$ cat src/rtl/simd_alu_pkg.sv
package simd_alu_pkg;
  localparam logic [2:0] OP_ADD = 3'd0;
  localparam logic [2:0] OP_SUB = 3'd1;
  localparam logic [2:0] OP_TST = 3'd2;
  localparam logic [2:0] OP_CEQ = 3'd3;
  localparam logic [2:0] OP_SEL = 3'd4;
  localparam logic [2:0] OP_NOT = 3'd5;

  localparam logic [1:0] SZ_8  = 2'd0;
  localparam logic [1:0] SZ_16 = 2'd1;
  localparam logic [1:0] SZ_32 = 2'd2;
  localparam int unsigned NUM_SIZES = 3;

  // True when byte position idx opens a new lane for the given size code.
  function automatic logic lane_opens(input int unsigned idx, input logic [1:0] sz);
    case (sz)
      SZ_16:   lane_opens = (idx % 2) == 0;
      SZ_32:   lane_opens = (idx % 4) == 0;
      default: lane_opens = 1'b1;
    endcase
  endfunction

  // Operations whose result depends on the lane size.
  function automatic logic op_uses_lanes(input logic [2:0] op);
    op_uses_lanes = (op <= OP_CEQ);
  endfunction

  function automatic logic op_defined(input logic [2:0] op);
    op_defined = (op <= OP_NOT);
  endfunction

  function automatic logic [127:0] bit_select(input logic [127:0] mask,
                                               input logic [127:0] a,
                                               input logic [127:0] b);
    bit_select = (mask & a) | (~mask & b);
  endfunction
endpackage

$ cat src/rtl/simd_lane_addsub.sv
module simd_lane_addsub
  import simd_alu_pkg::*;
#(
  parameter int unsigned DATA_W = 128,
  parameter int unsigned BYTE_W = 8
) (
  input  logic [1:0]        size_code,
  input  logic              sub_en,
  input  logic [DATA_W-1:0] a,
  input  logic [DATA_W-1:0] b,
  output logic [DATA_W-1:0] sum
);
  localparam int unsigned NBYTES = DATA_W / BYTE_W;

  logic [NBYTES-1:0] byte_cout;
  logic [NBYTES-1:0] byte_cin;

  for (genvar i = 0; i < NBYTES; i++) begin : g_byte
    logic [BYTE_W-1:0] b_eff;
    assign b_eff = sub_en ? ~b[i*BYTE_W +: BYTE_W] : b[i*BYTE_W +: BYTE_W];

    if (i == 0) begin : g_first
      assign byte_cin[i] = sub_en;
    end else begin : g_rest
      // A lane boundary cuts the chain and reloads the subtract carry-in.
      assign byte_cin[i] = lane_opens(i, size_code) ? sub_en : byte_cout[i-1];
    end

    if (i < NBYTES - 1) begin : g_mid
      assign {byte_cout[i], sum[i*BYTE_W +: BYTE_W]} =
        {1'b0, a[i*BYTE_W +: BYTE_W]} + {1'b0, b_eff} + {{BYTE_W{1'b0}}, byte_cin[i]};
    end else begin : g_top
      assign sum[i*BYTE_W +: BYTE_W] =
        a[i*BYTE_W +: BYTE_W] + b_eff + {{(BYTE_W-1){1'b0}}, byte_cin[i]};
      assign byte_cout[i] = 1'b0;
    end
  end
endmodule

$ cat src/rtl/simd_lane_pred.sv
module simd_lane_pred
  import simd_alu_pkg::*;
#(
  parameter int unsigned DATA_W = 128
) (
  input  logic [1:0]        size_code,
  input  logic [DATA_W-1:0] a,
  input  logic [DATA_W-1:0] b,
  output logic [DATA_W-1:0] tst_mask,
  output logic [DATA_W-1:0] eq_mask
);
  logic [DATA_W-1:0] tst_by_sz [NUM_SIZES];
  logic [DATA_W-1:0] eq_by_sz  [NUM_SIZES];

  for (genvar s = 0; s < NUM_SIZES; s++) begin : g_sz
    localparam int unsigned LW = 8 << s;
    localparam int unsigned NL = DATA_W / LW;
    for (genvar l = 0; l < NL; l++) begin : g_lane
      assign tst_by_sz[s][l*LW +: LW] = {LW{|(a[l*LW +: LW] & b[l*LW +: LW])}};
      assign eq_by_sz[s][l*LW +: LW]  = {LW{a[l*LW +: LW] == b[l*LW +: LW]}};
    end
  end

  always_comb begin
    case (size_code)
      SZ_8:    begin tst_mask = tst_by_sz[0]; eq_mask = eq_by_sz[0]; end
      SZ_16:   begin tst_mask = tst_by_sz[1]; eq_mask = eq_by_sz[1]; end
      SZ_32:   begin tst_mask = tst_by_sz[2]; eq_mask = eq_by_sz[2]; end
      default: begin tst_mask = '0;           eq_mask = '0;           end
    endcase
  end
endmodule

$ cat src/rtl/simd_lane_alu.sv
module simd_lane_alu
  import simd_alu_pkg::*;
#(
  parameter int unsigned DATA_W = 128
) (
  input  logic              clk,
  input  logic              rst_n,
  input  logic              in_valid,
  input  logic [2:0]        opcode,
  input  logic [1:0]        size_code,
  input  logic [DATA_W-1:0] opn,
  input  logic [DATA_W-1:0] opm,
  input  logic [DATA_W-1:0] dest,
  output logic              out_valid,
  output logic [DATA_W-1:0] result,
  output logic              illegal
);
  logic [DATA_W-1:0] arith_res;
  logic [DATA_W-1:0] tst_res;
  logic [DATA_W-1:0] eq_res;
  logic [DATA_W-1:0] next_result;
  logic              illegal_comb;
  logic              is_sub;

  assign is_sub       = (opcode == OP_SUB);
  assign illegal_comb = !op_defined(opcode) ||
                        (op_uses_lanes(opcode) && size_code == 2'd3);

  simd_lane_addsub #(.DATA_W(DATA_W)) u_addsub (
    .size_code (size_code),
    .sub_en    (is_sub),
    .a         (opn),
    .b         (opm),
    .sum       (arith_res)
  );

  simd_lane_pred #(.DATA_W(DATA_W)) u_pred (
    .size_code (size_code),
    .a         (opn),
    .b         (opm),
    .tst_mask  (tst_res),
    .eq_mask   (eq_res)
  );

  always_comb begin
    case (opcode)
      OP_ADD, OP_SUB: next_result = arith_res;
      OP_TST:         next_result = tst_res;
      OP_CEQ:         next_result = eq_res;
      OP_SEL:         next_result = bit_select(dest, opn, opm);
      OP_NOT:         next_result = ~opm;
      default:        next_result = '0;
    endcase
    if (illegal_comb) next_result = '0;
  end

  always_ff @(posedge clk) begin
    if (!rst_n) begin
      out_valid <= 1'b0;
      illegal   <= 1'b0;
      result    <= '0;
    end else begin
      out_valid <= in_valid;
      illegal   <= in_valid && illegal_comb;
      if (in_valid) result <= next_result;
    end
  end
endmodule

$ cat config.mk
export PLATFORM = sky130hd
export DESIGN_NAME = simd_lane_alu
export DESIGN_NICKNAME = d
export VERILOG_FILES = /design/src/rtl/simd_alu_pkg.sv /design/src/rtl/simd_lane_addsub.sv /design/src/rtl/simd_lane_pred.sv /design/src/rtl/simd_lane_alu.sv
export SDC_FILE = /design/constraint.sdc
export NUM_CORES = 1
export LEC_CHECK = 0
export BUFFER_PORTS_ARGS = -buffer_cell sky130_fd_sc_hd__buf_2
export CAP_MARGIN = 30
export CELL_PAD_IN_SITES_DETAIL_PLACEMENT = 0
export CELL_PAD_IN_SITES_GLOBAL_PLACEMENT = 1
export CORE_ASPECT_RATIO = 0.75
export CORE_MARGIN = 4
export CORE_UTILIZATION = 35
export CTS_CLUSTER_DIAMETER = 30
export CTS_CLUSTER_SIZE = 10
export DETAILED_ROUTE_END_ITERATION = 12
export GPL_TIMING_DRIVEN = 0
export PLACE_DENSITY = 0.82
export SLEW_MARGIN = 5
export SYNTH_ARGS = -nofsm -noshare
export SYNTH_HDL_FRONTEND = slang
export SYNTH_SLANG_ARGS = --single-unit
$ cat constraint.sdc
create_clock -name clk -period 14.3 [get_ports clk]
set_input_delay 4.29 -clock clk [delete_from_list [all_inputs] [get_ports clk]]
set_output_delay 4.29 -clock clk [all_outputs]
set_load 0.1 [all_outputs]
-- After elaboration in Yosys (flattened, before gate mapping)
Cells that the tools add are included.
- flip-flop bits (word level): 130
- bits in latches: 0
- bits in writable memories: 0
- ROM bits: 0
- output and inout bits: 130
- logic and storage cells: 190
- memories kept: 0
- add/sub/neg operators: 32
- $mul: 0
- div/mod/pow operators: 0
- $lt $le $gt $ge: 2
- eq/ne operators: 36
- shift-type cells: 0
- muxes and demuxes: 32
- bitwise logic cells: 49
- reductions and logical operators: 36
- operators with widths (kind ; number):
    case mux 128 bit (3 select lines) ; 2
    case mux 128 bit (5 select lines) ; 1
    AND 128 bit ; 2
    inverter 128 bit ; 2
    AND 16 bit ; 8
    AND 32 bit ; 4
    AND 8 bit ; 16
    == test 16 bit ; 8
    == test 32 bit ; 4
    == test 8 bit ; 16
    two-way mux 128 bit ; 1
    two-way mux 8 bit ; 16
    inverter 8 bit ; 16
    OR 128 bit ; 1
    OR reduction 16 bit ; 8
    OR reduction 32 bit ; 4
    OR reduction 8 bit ; 16
    adder 8 x 8 -> 9 bit ; 12
    adder 9 x 1 -> 9 bit ; 12
    adder 8 x 1 -> 8 bit ; 4
    adder 8 bit ; 4
    two-way mux 1 bit ; 12
    == test 3 x 2 -> 1 bit, second input constant ; 2
    == test 3 bit, second input constant ; 2
    other kinds (11) ; 14

-- Longest topological paths before layout
Gate-level depths: netlist of run 1.
- depth in word-level cells: 12
- depth in mapped cells: 38

-- Modules after synthesis
From an unflattened synthesis of run 1, not the netlist that was laid out.
- cells, all modules: 2722
- area total of the unflattened synthesis: 21189.1 um2
- modules (own cells, without submodules) (module ; times used ; cells each ; area each (um2)):
    simd_lane_alu ; 1 ; 1316 ; 9968.3
    simd_lane_addsub ; 1 ; 843 ; 6452.4
    simd_lane_pred ; 1 ; 563 ; 4768.3

-- Least setup slack after synthesis of run 1
Ideal clock, no wire load.
- path kind: input to register
- from: input port opcode[2]
- to: register result[126]
- data arrival time: 11775 ps
- data required time: 14226 ps
- setup slack: 2451 ps
- stages: 38
- cell sequence: buf_2 -> nor2_1 -> buf_2 -> nand2_1 -> clkbuf_1 -> buf_2 -> xnor2_1 -> fa_1 -> a211oi_1 -> o21bai_1 -> a21oi_1 -> nor2b_1 -> o21ai_0 -> a31oi_1 -> fa_1 -> fa_1 -> a21o_1 -> a21oi_1 -> [... 2 more ...] -> nand2_1 -> a31oi_1 -> fa_1 -> fa_1 -> a211oi_1 -> o21ai_0 -> a21oi_1 -> nor2b_1 -> o21ai_0 -> a31oi_1 -> fa_1 -> fa_1 -> a211oi_1 -> nor2_1 -> o21a_1 -> o21ai_0 -> nand3b_1 -> a31oi_1
- word-level cells in the longest chain between the ends: 12
- RTL lines (item ; line ; source):
    start, declared ; simd_lane_alu.sv:9 ; input logic [2:0] opcode,
    == test 3 x 1 -> 1 bit ; simd_lane_alu.sv:25, simd_lane_alu.sv:46 ;
    two-way mux 8 bit ; simd_lane_addsub.sv:20 ; assign b_eff = sub_en ? ~b[i*BYTE_W +: BYTE_W] : b[i*BYTE_W +: BYTE_W];
    adder 8 x 8 -> 9 bit ; simd_lane_addsub.sv:31 ; {1'b0, a[i*BYTE_W +: BYTE_W]} + {1'b0, b_eff} + {{BYTE_W{1'b0}}, byte_cin[i]};
    adder 9 x 1 -> 9 bit ; simd_lane_addsub.sv:31 ;
    two-way mux 1 bit ; simd_lane_addsub.sv:26 ; assign byte_cin[i] = lane_opens(i, size_code) ? sub_en : byte_cout[i-1];
    adder 9 x 1 -> 9 bit ; simd_lane_addsub.sv:31 ;
    two-way mux 1 bit ; simd_lane_addsub.sv:26 ;
    adder 9 x 1 -> 9 bit ; simd_lane_addsub.sv:31 ;
    two-way mux 1 bit ; simd_lane_addsub.sv:26 ;
    adder 8 x 1 -> 8 bit ; simd_lane_addsub.sv:34 ; a[i*BYTE_W +: BYTE_W] + b_eff + {{(BYTE_W-1){1'b0}}, byte_cin[i]};
    case mux 128 bit (5 select lines) ; simd_lane_alu.sv:46 ; case (opcode)
    two-way mux 128 bit * ; simd_lane_alu.sv:54 ; if (illegal_comb) next_result = '0;
    end signal, assigned ; simd_lane_alu.sv:65 ; if (in_valid) result <= next_result;
    end, declared ; simd_lane_alu.sv:15 ; output logic [DATA_W-1:0] result,
Mark *: on every way between the ends. The rest lies on a longest branch, timed or not.
A chain may end at the register's enable or synchronous reset.

-- Worst setup path in the final report of run 1
- from: input port opcode[2]
- to: register result[124]
The elaborated chain is that of the path after synthesis.

==> results of run 1 <==
==> state kept, by name, summed over array words and instances, names as in the netlist <==
name and cells:
illegal 1, out_valid 1, result 128
==> path summary, 6_finish.rpt <==
check	endpoint	slack (ns)	cells past startpoint
setup / recovery	result[124]	0.94	38
hold / removal	result[24]	0.66	3
setup reg to reg	result[113]	13.16	3
hold reg to reg	result[24]	0.66	3
==> layer usage <==
| layer | GRT usage | part of all wire | up-vias | wire, µm |
|---|---|---|---|---|
| met5 | 0 | 0.00068 | - | 59 |
| met4 | 0.0855 | 0.026 | 8 | 2270 |
| met3 | 0.0711 | 0.091 | 146 | 7850 |
| met2 | 0.518 | 0.46 | 1022 | 39800 |
| met1 | 0.411 | 0.42 | 9654 | 36600 |
| li1 | - | - | 9171 | - |
==> kinds of logic after synthesis <==
kind of cell,synth area share
AOI/OAI and AO/OA,0.262
xor gates and xnor gates,0.106
adders and majority gates,0.209
buffers and inverters,0.0336
DFF,0.152
muxes,0.0782
and+or+nand+nor,0.160
==> stage by stage <==
stage	setup WS [ns]	hold WS [ns]	power (mW)
finish	0.945	0.662	1.77
global placement	0.574	0.638	1.20
floorplan	2.45	1.13	0.942
detailed placement	0.484	0.642	1.22
global route	0.171	0.702	1.86
CTS	0.949	0.655	1.77
==> power by group <==
part           switching [mW]  internal, mW  leakage (nW)  total (mW)
clock network           0.211         0.336         0.329       0.547
logic                   0.540         0.297          8.11       0.837
registers              0.0109         0.380          1.06       0.391
==> synth_stat cells, types with 2 or more instances <==
cell type	count	area [µm²]
o22a_1	4	35.0
buf_4	3	22.5
o21ai_0	187	936
nor4_1	46	288
a221oi_1	8	70.1
and2_1	13	81.3
or3_1	2	12.5
and4_1	4	35.0
nor2_1	159	597
a2111oi_0	36	315
xnor2_1	171	1500
mux2i_1	134	1340
or4b_1	3	30.0
dfxtp_1	130	2600
o21a_1	15	113
ha_1	241	3020
a31oi_1	74	463
clkbuf_1	83	312
a21o_1	28	210
o211ai_1	2	15.0
xor2_1	36	315
nand3_1	12	60.1
a211oi_1	66	495
fa_1	28	561
nor3b_1	2	15.0
nor2b_1	141	882
nand2_1	93	349
a21oi_1	181	906
inv_1	31	116
or4_1	18	135
a211oi_2	4	50.1
buf_1	4	15.0
nor3_1	18	90.1
nand3b_1	5	37.5
o21bai_1	23	173
o22ai_1	97	607
buf_2	20	100
nand4_1	10	62.6
o31ai_1	4	30.0
==> area by class of cell <==
cell class	instances	area [µm²]	area share
clock inverter	13	231	0.0108
tap	639	800	0.0372
clock buffer	19	453	0.0211
inverter	31	116	0.00542
multi-input combinational	1877	14000	0.651
buffer	111	462	0.0215
timing repair buffer	535	2820	0.131
sequential	130	2600	0.121
antenna	1	2.50	0.000117
==> critical path, delay by kind of cell <==
family	cells	cell delay [ns]
AOI/OAI and AO/OA	18	3.38
xor gates and xnor gates	1	0.20
adders and majority gates	7	3.42
buffers and inverters	5	1.54
and+or+nand+nor	7	0.82
==> summary by stage, run 1 <==
Critical path
The highest net fanout along the worst path is 10. The slowest stage of the critical path is the buf_2 cell. On the worst path, the slowest cell contributes a delay of 0.54 ns. The critical path's most frequent cell is fa_1.

The required time at the endpoint of the critical path is 14.62 ns. The nature of the critical path endpoint is a flop. The critical path is of the input pin to flop type. The most critical setup path has its startpoint at opcode[2]. The startpoint identified for the worst register-to-register timing path is result[113]. The category of the worst setup path launch point is an input pin. At the worst endpoint, the arrival time is 13.67 ns.

Clock tree
The clock tree synthesis step divided the H-tree into 4 levels. After clock tree synthesis, the flow added hold-fix buffers numbering 0. The number of sinks driven by the clock tree is 130. The clock buffer count from CTS is 17. The number of gates resized after CTS was 0. The cell sitting at the root of the clock tree is a clkbuf_16. After clock tree synthesis, the setup repair step added 0 buffers.

The clock tree from TritonCTS is yes. In this run the deepest clock path goes through 2 buffers. After clock tree synthesis, the clock-pin slew on the worst setup and hold paths is 0.07 ns. The latest clock arrival within the worst-skew pair is 0.48 ns.

Synthesis
Synthesis produced 2149 cells. Synthesis produced a netlist with a net count of 2810. Yosys printed 0 warnings. After synthesis the netlist holds a flip-flop and latch count of 130.

The part of the Yosys area used for sequential elements is 0.152. The number of flops mapped to enable cells by yosys is 0. The main flop type after synthesis is dfxtp_1. The number of library cell types mapped by synthesis is 52. The async set or reset register ratio after synthesis is 0. In this run the cell area of the synthesized design comes to 17100 µm². Averaged over all synthesized cells, the footprint is around 8 µm².

Global route
The maximum number of pins on one net before global-route repair is 17. The aggregate global routing overflow is 0. The number of antenna violations at the first check in global routing is 5. The first global-routing pass estimated 124 mm of wire. The number of global-route vias before repair was 19.5k. The global router's overall resource usage is 0.312.

Cells and area
The filler cells instantiated in the layout total between 4k and 5k. The top cell types in the final layout, fill and taps aside, are buf_2 (540), ha_1 (241), o21ai_0 (187). For this run, the share of the core covered by cells in the final layout is 0.448. Relative to the synthesized area, the layout overhead comes to 25.2%. The final standard cell count with taps included and fillers excluded is about 3.4k.

After routing the design area is 21500 µm². The share of cells above drive strength 1 is 0.222. Leaving out fill and tap cells, the most frequent cell in the layout is buf_2. The net total in the final layout is 3364.

Die
The floorplan step defined a die boundary enclosing 52600 µm². The height of the die is 200 µm. The I/O pin count is 522.

The starting utilization of the core area is 0.358. The placeable core region is 47900 µm². The die is about 260 µm wide.

The standard-cell row count is 69.

Detailed routing
The total vias in the final route is 20.0k. In the routed design, unresolved DRC markers number 0. The initial DRC count is 1960. After detailed routing, the average wire length per cell comes to 25.8 µm. For this run, the detailed router's first-pass iteration total came to 9.

Dividing the detail-routed via count by the number of cells gives between 5 and 6. The wire length after detailed routing is 86.6 mm. Once detail routing completed, the nets flagged for antenna violations numbered 0.

STA
On the final layout, the worst clock skew is 0 ns. For the final routed database, the setup TNS stands at 0 ns. Setup repair after global routing left no endpoint under its margin.

The actual transition at the worst max-transition pin is 1.07 ns. The final period demand of the worst path is 13.36 ns. The worst pin sits at a relative slew slack of 0.281. The max-slew violation count is 0. Based on the critical path, the design can be clocked at up to 74.9 MHz. Setup violations remaining at the end of the flow were counted as 0. The count of endpoints failing hold in the final timing report is 0. The final worst-path cycle share is 0.934.

Placed design
Port buffering added 520 buffers. The number of cells in the design after placement is 3323. The detailed placement HPWL is around 69 mm. The post-place instance area is 20800 µm². Routability-driven placement finished with a final weighted congestion of 0.925.

Power
Dividing total power by cell area gives a power density of a little over 80 nW/µm². In this run the static leakage power is 9.49 nW. Across the VDD grid, the largest voltage drop is 82.1 µV.

Job
The number of max-cap violations is 0.

Min path
The type of the most critical hold path is flop to flop. The startpoint of the tightest hold check path is result[24].

Run status
The run finished with clean final reports.
No activity file was read; power rests on OpenSTA's default activity.
==> inputs of run 2 (changes only) <==
Settings changed: BUFFER_PORTS_ARGS -buffer_cell sky130_fd_sc_hd__buf_2 to -buffer_cell sky130_fd_sc_hd__buf_4, CORE_MARGIN 4 to 2.
==> summary by stage, run 2 (synthesized netlist as in run 1, its figures left out) <==
Run status
The run finished with clean final reports.

Critical path
The critical path crosses 39 cells after its start point. The type of the setup path with the least slack is input pin to flop. The category of the worst setup path launch point is an input pin. The setup slack on the worst flop-to-flop path is 13.14 ns. The terminus of the critical flop-to-flop path is result[105]. Counting both buffers and inverters, the worst setup path holds a total of 5. The start point of the critical path is opcode[2]. Along the worst path, the maximum fanout reaches 10. The endpoint arrival time on the critical path is around 14 ns. The count of cells along the worst register-to-register path is 3. The category of cells accounting for the largest share of critical-path delay is compound AO/OA/AOI/OAI gates.

STA classifies the critical path endpoint as a flop. The slowest stage of the critical path is the fa_1 cell. For this run, the slowest stage of the critical path takes 0.52 ns. The most numerous cell type found on the critical path is fa_1. STA puts the critical path data required time at 14.69 ns. The worst register-to-register path begins at result[105]. In this run the worst setup path terminates at result[126].

STA
The count of final setup violators is 0. Measured against its own limit, the worst slew margin works out to 0.290. The clock skew is 0 ns.

Hold is met by 0.665 ns. Setup repair after global routing left no endpoint under its margin. The max-slew violation count was 0. For the finished layout, the period the worst path requires is 13.23 ns. The final worst-path cycle share is 0.925. The fmax is 75.6 MHz. The actual transition at the worst max-transition pin is 1.06 ns. The count of endpoints failing hold in the final timing report was 0. The post-route setup TNS is 0 ns. The worst path meets setup with 1.07 ns of slack.

Die
Row generation in the floorplan step produced 70 rows. Measured along the y axis, the die boundary spans 196 µm. Pin placement for this block handled 522 I/O pins. Measured along the x axis, the die boundary spans 260 µm. The floorplan die area is 50800 µm².

The initial utilization of the core area, before any placement, comes to 0.353. The placeable core region is slightly below 50000 µm².

Global route
Across every metal layer, demand over resource in global routing totals 0.325. The maximum number of pins on one net before global-route repair is 17. The number of antenna violations at the first check in global routing is 5. The number of global-route vias before repair is 19.6k. The met1 demand-to-capacity share in global routing is 0.439. The aggregate global routing overflow is 0.

The met3 routing resource usage after global routing is 0.0602. The first-pass GRT wire length is approximately 120 mm. After global routing, the most crowded layer is met2. For this run, global-route usage on met2 was measured as 0.526.

Detailed routing
The first-pass iteration count of the detailed router is 6. The average detailed-routed wire length per instance is 25.3 µm. Summing over every cut layer, the via total after detailed routing is 20.0k. In the routed design, unresolved DRC markers number 0. After detailed routing, the number of vias per cell comes to 5.93.

In this run the remaining antenna-violating nets after routing total 0. The first routing iteration left 2074 violations. The wire length after detailed routing is 85.4 mm.

Cells and area
The register with the most flip-flops in the layout has 128 of them. The most common cell after layout, fill and taps aside is buf_4. From synthesis to final layout, the design area changed by 33.1%. The share of cells above drive strength 1 is 0.222. Leaving out fill and tap cells, the most frequent cells in the layout are buf_4 (524), ha_1 (241), o21ai_0 (187).

Leaving out filler cells and counting taps, the final layout contains 3373. Counting the fill cells in the layout gives 4866. The net total in the final layout is 3368.

For this run, the share of the core covered by cells in the final layout is 0.470. Once layout is done, the placed cells without fillers occupy 22800 µm². In the final layout, the registers with the most flip-flops are result (128), illegal (1), out_valid (1).

Counting flops per register, the top entry is result.

Power
The power density over the cells is 78.9 nW/µm². In this run the static leakage power is 9.85 nW. After layout, the design draws a total of 1.80 mW. IR analysis of the VDD net gives a maximum drop of 91.5 µV.

Placed design
At the end of routability-driven placement, the weighted congestion stood at 0.939. The placed instances occupy a cell area of 22100 µm². The wire-length estimate of the detail-placed layout is just under 70 mm.

The worst slack at placement is 0.631 ns. After detailed placement, the design holds a cell count of ~3.3k. Buffers placed on the I/O ports in this run total 520.

Clock tree
The number of cells upsized or downsized after cts is 0. After clock tree synthesis, the setup repair step added 0 buffers. The clock tree from TritonCTS is yes. Clock-pin slew was measured on the worst setup and hold paths at approximately 0.070 ns. The number of buffers added to fix hold violations after cts is 0.

The maximum buffer depth of the clock tree is 2. The tree built by TritonCTS fans out to 130 sinks. The maximum level of the CTS H-tree is 4.

In this run the clock root is driven by a clkbuf_16. For the worst-skew pair, the clock arrives at the later sink with an insertion delay of 0.47 ns. The clock buffer count from CTS is 17.

Min path
In this run the worst hold path is classified as flop to flop.

Job
The number of max-cap violations is 0.
## run 2: worst min path at each step
stage | end | cells after the start | from
6_report | result[111] | 3 | result[111]
5_1_grt | result[111] | 3 | result[111]
4_1_cts | result[70] | 3 | result[70]
3_5_place_dp | result[23] | 3 | result[23]
3_3_place_gp | result[70] | 3 | result[70]
2_1_floorplan | result[0] | 3 | result[0]
## run 2: routing by layer
metal  wire length (µm)  up-vias
li1                   -     9190
met2              38800      998
met4               2280        0
met5                  0        -
met3               6960      133
met1              37300     9688
## run 2: tightest hold or removal path: stages, from the launching register on
cell and delay [ns]:
dfxtp_1 0.31, nor2b_1 0.13, nor2_1 0.10, a31oi_1 0.08
## run 2: final cells by class
| type | count | area [µm²] | area share |
|---|---|---|---|
| Timing Repair Buffer | 539 | 4190 | 0.184 |
| Antenna cell | 5 | 12.5 | 0.000548 |
| Inverter | 31 | 116 | 0.00510 |
| Clock inverter | 10 | 178 | 0.00778 |
| Multi-Input combinational cell | 1877 | 14000 | 0.612 |
| Buffer | 111 | 460 | 0.0202 |
| Tap cell | 648 | 811 | 0.0355 |
| Clock buffer | 22 | 484 | 0.0212 |
| Sequential cell | 130 | 2600 | 0.114 |
## run 2: where the power goes
part | switching [mW] | internal [mW]
logic | 0.540 | 0.340
registers | 0.0122 | 0.380
clock network | 0.203 | 0.327
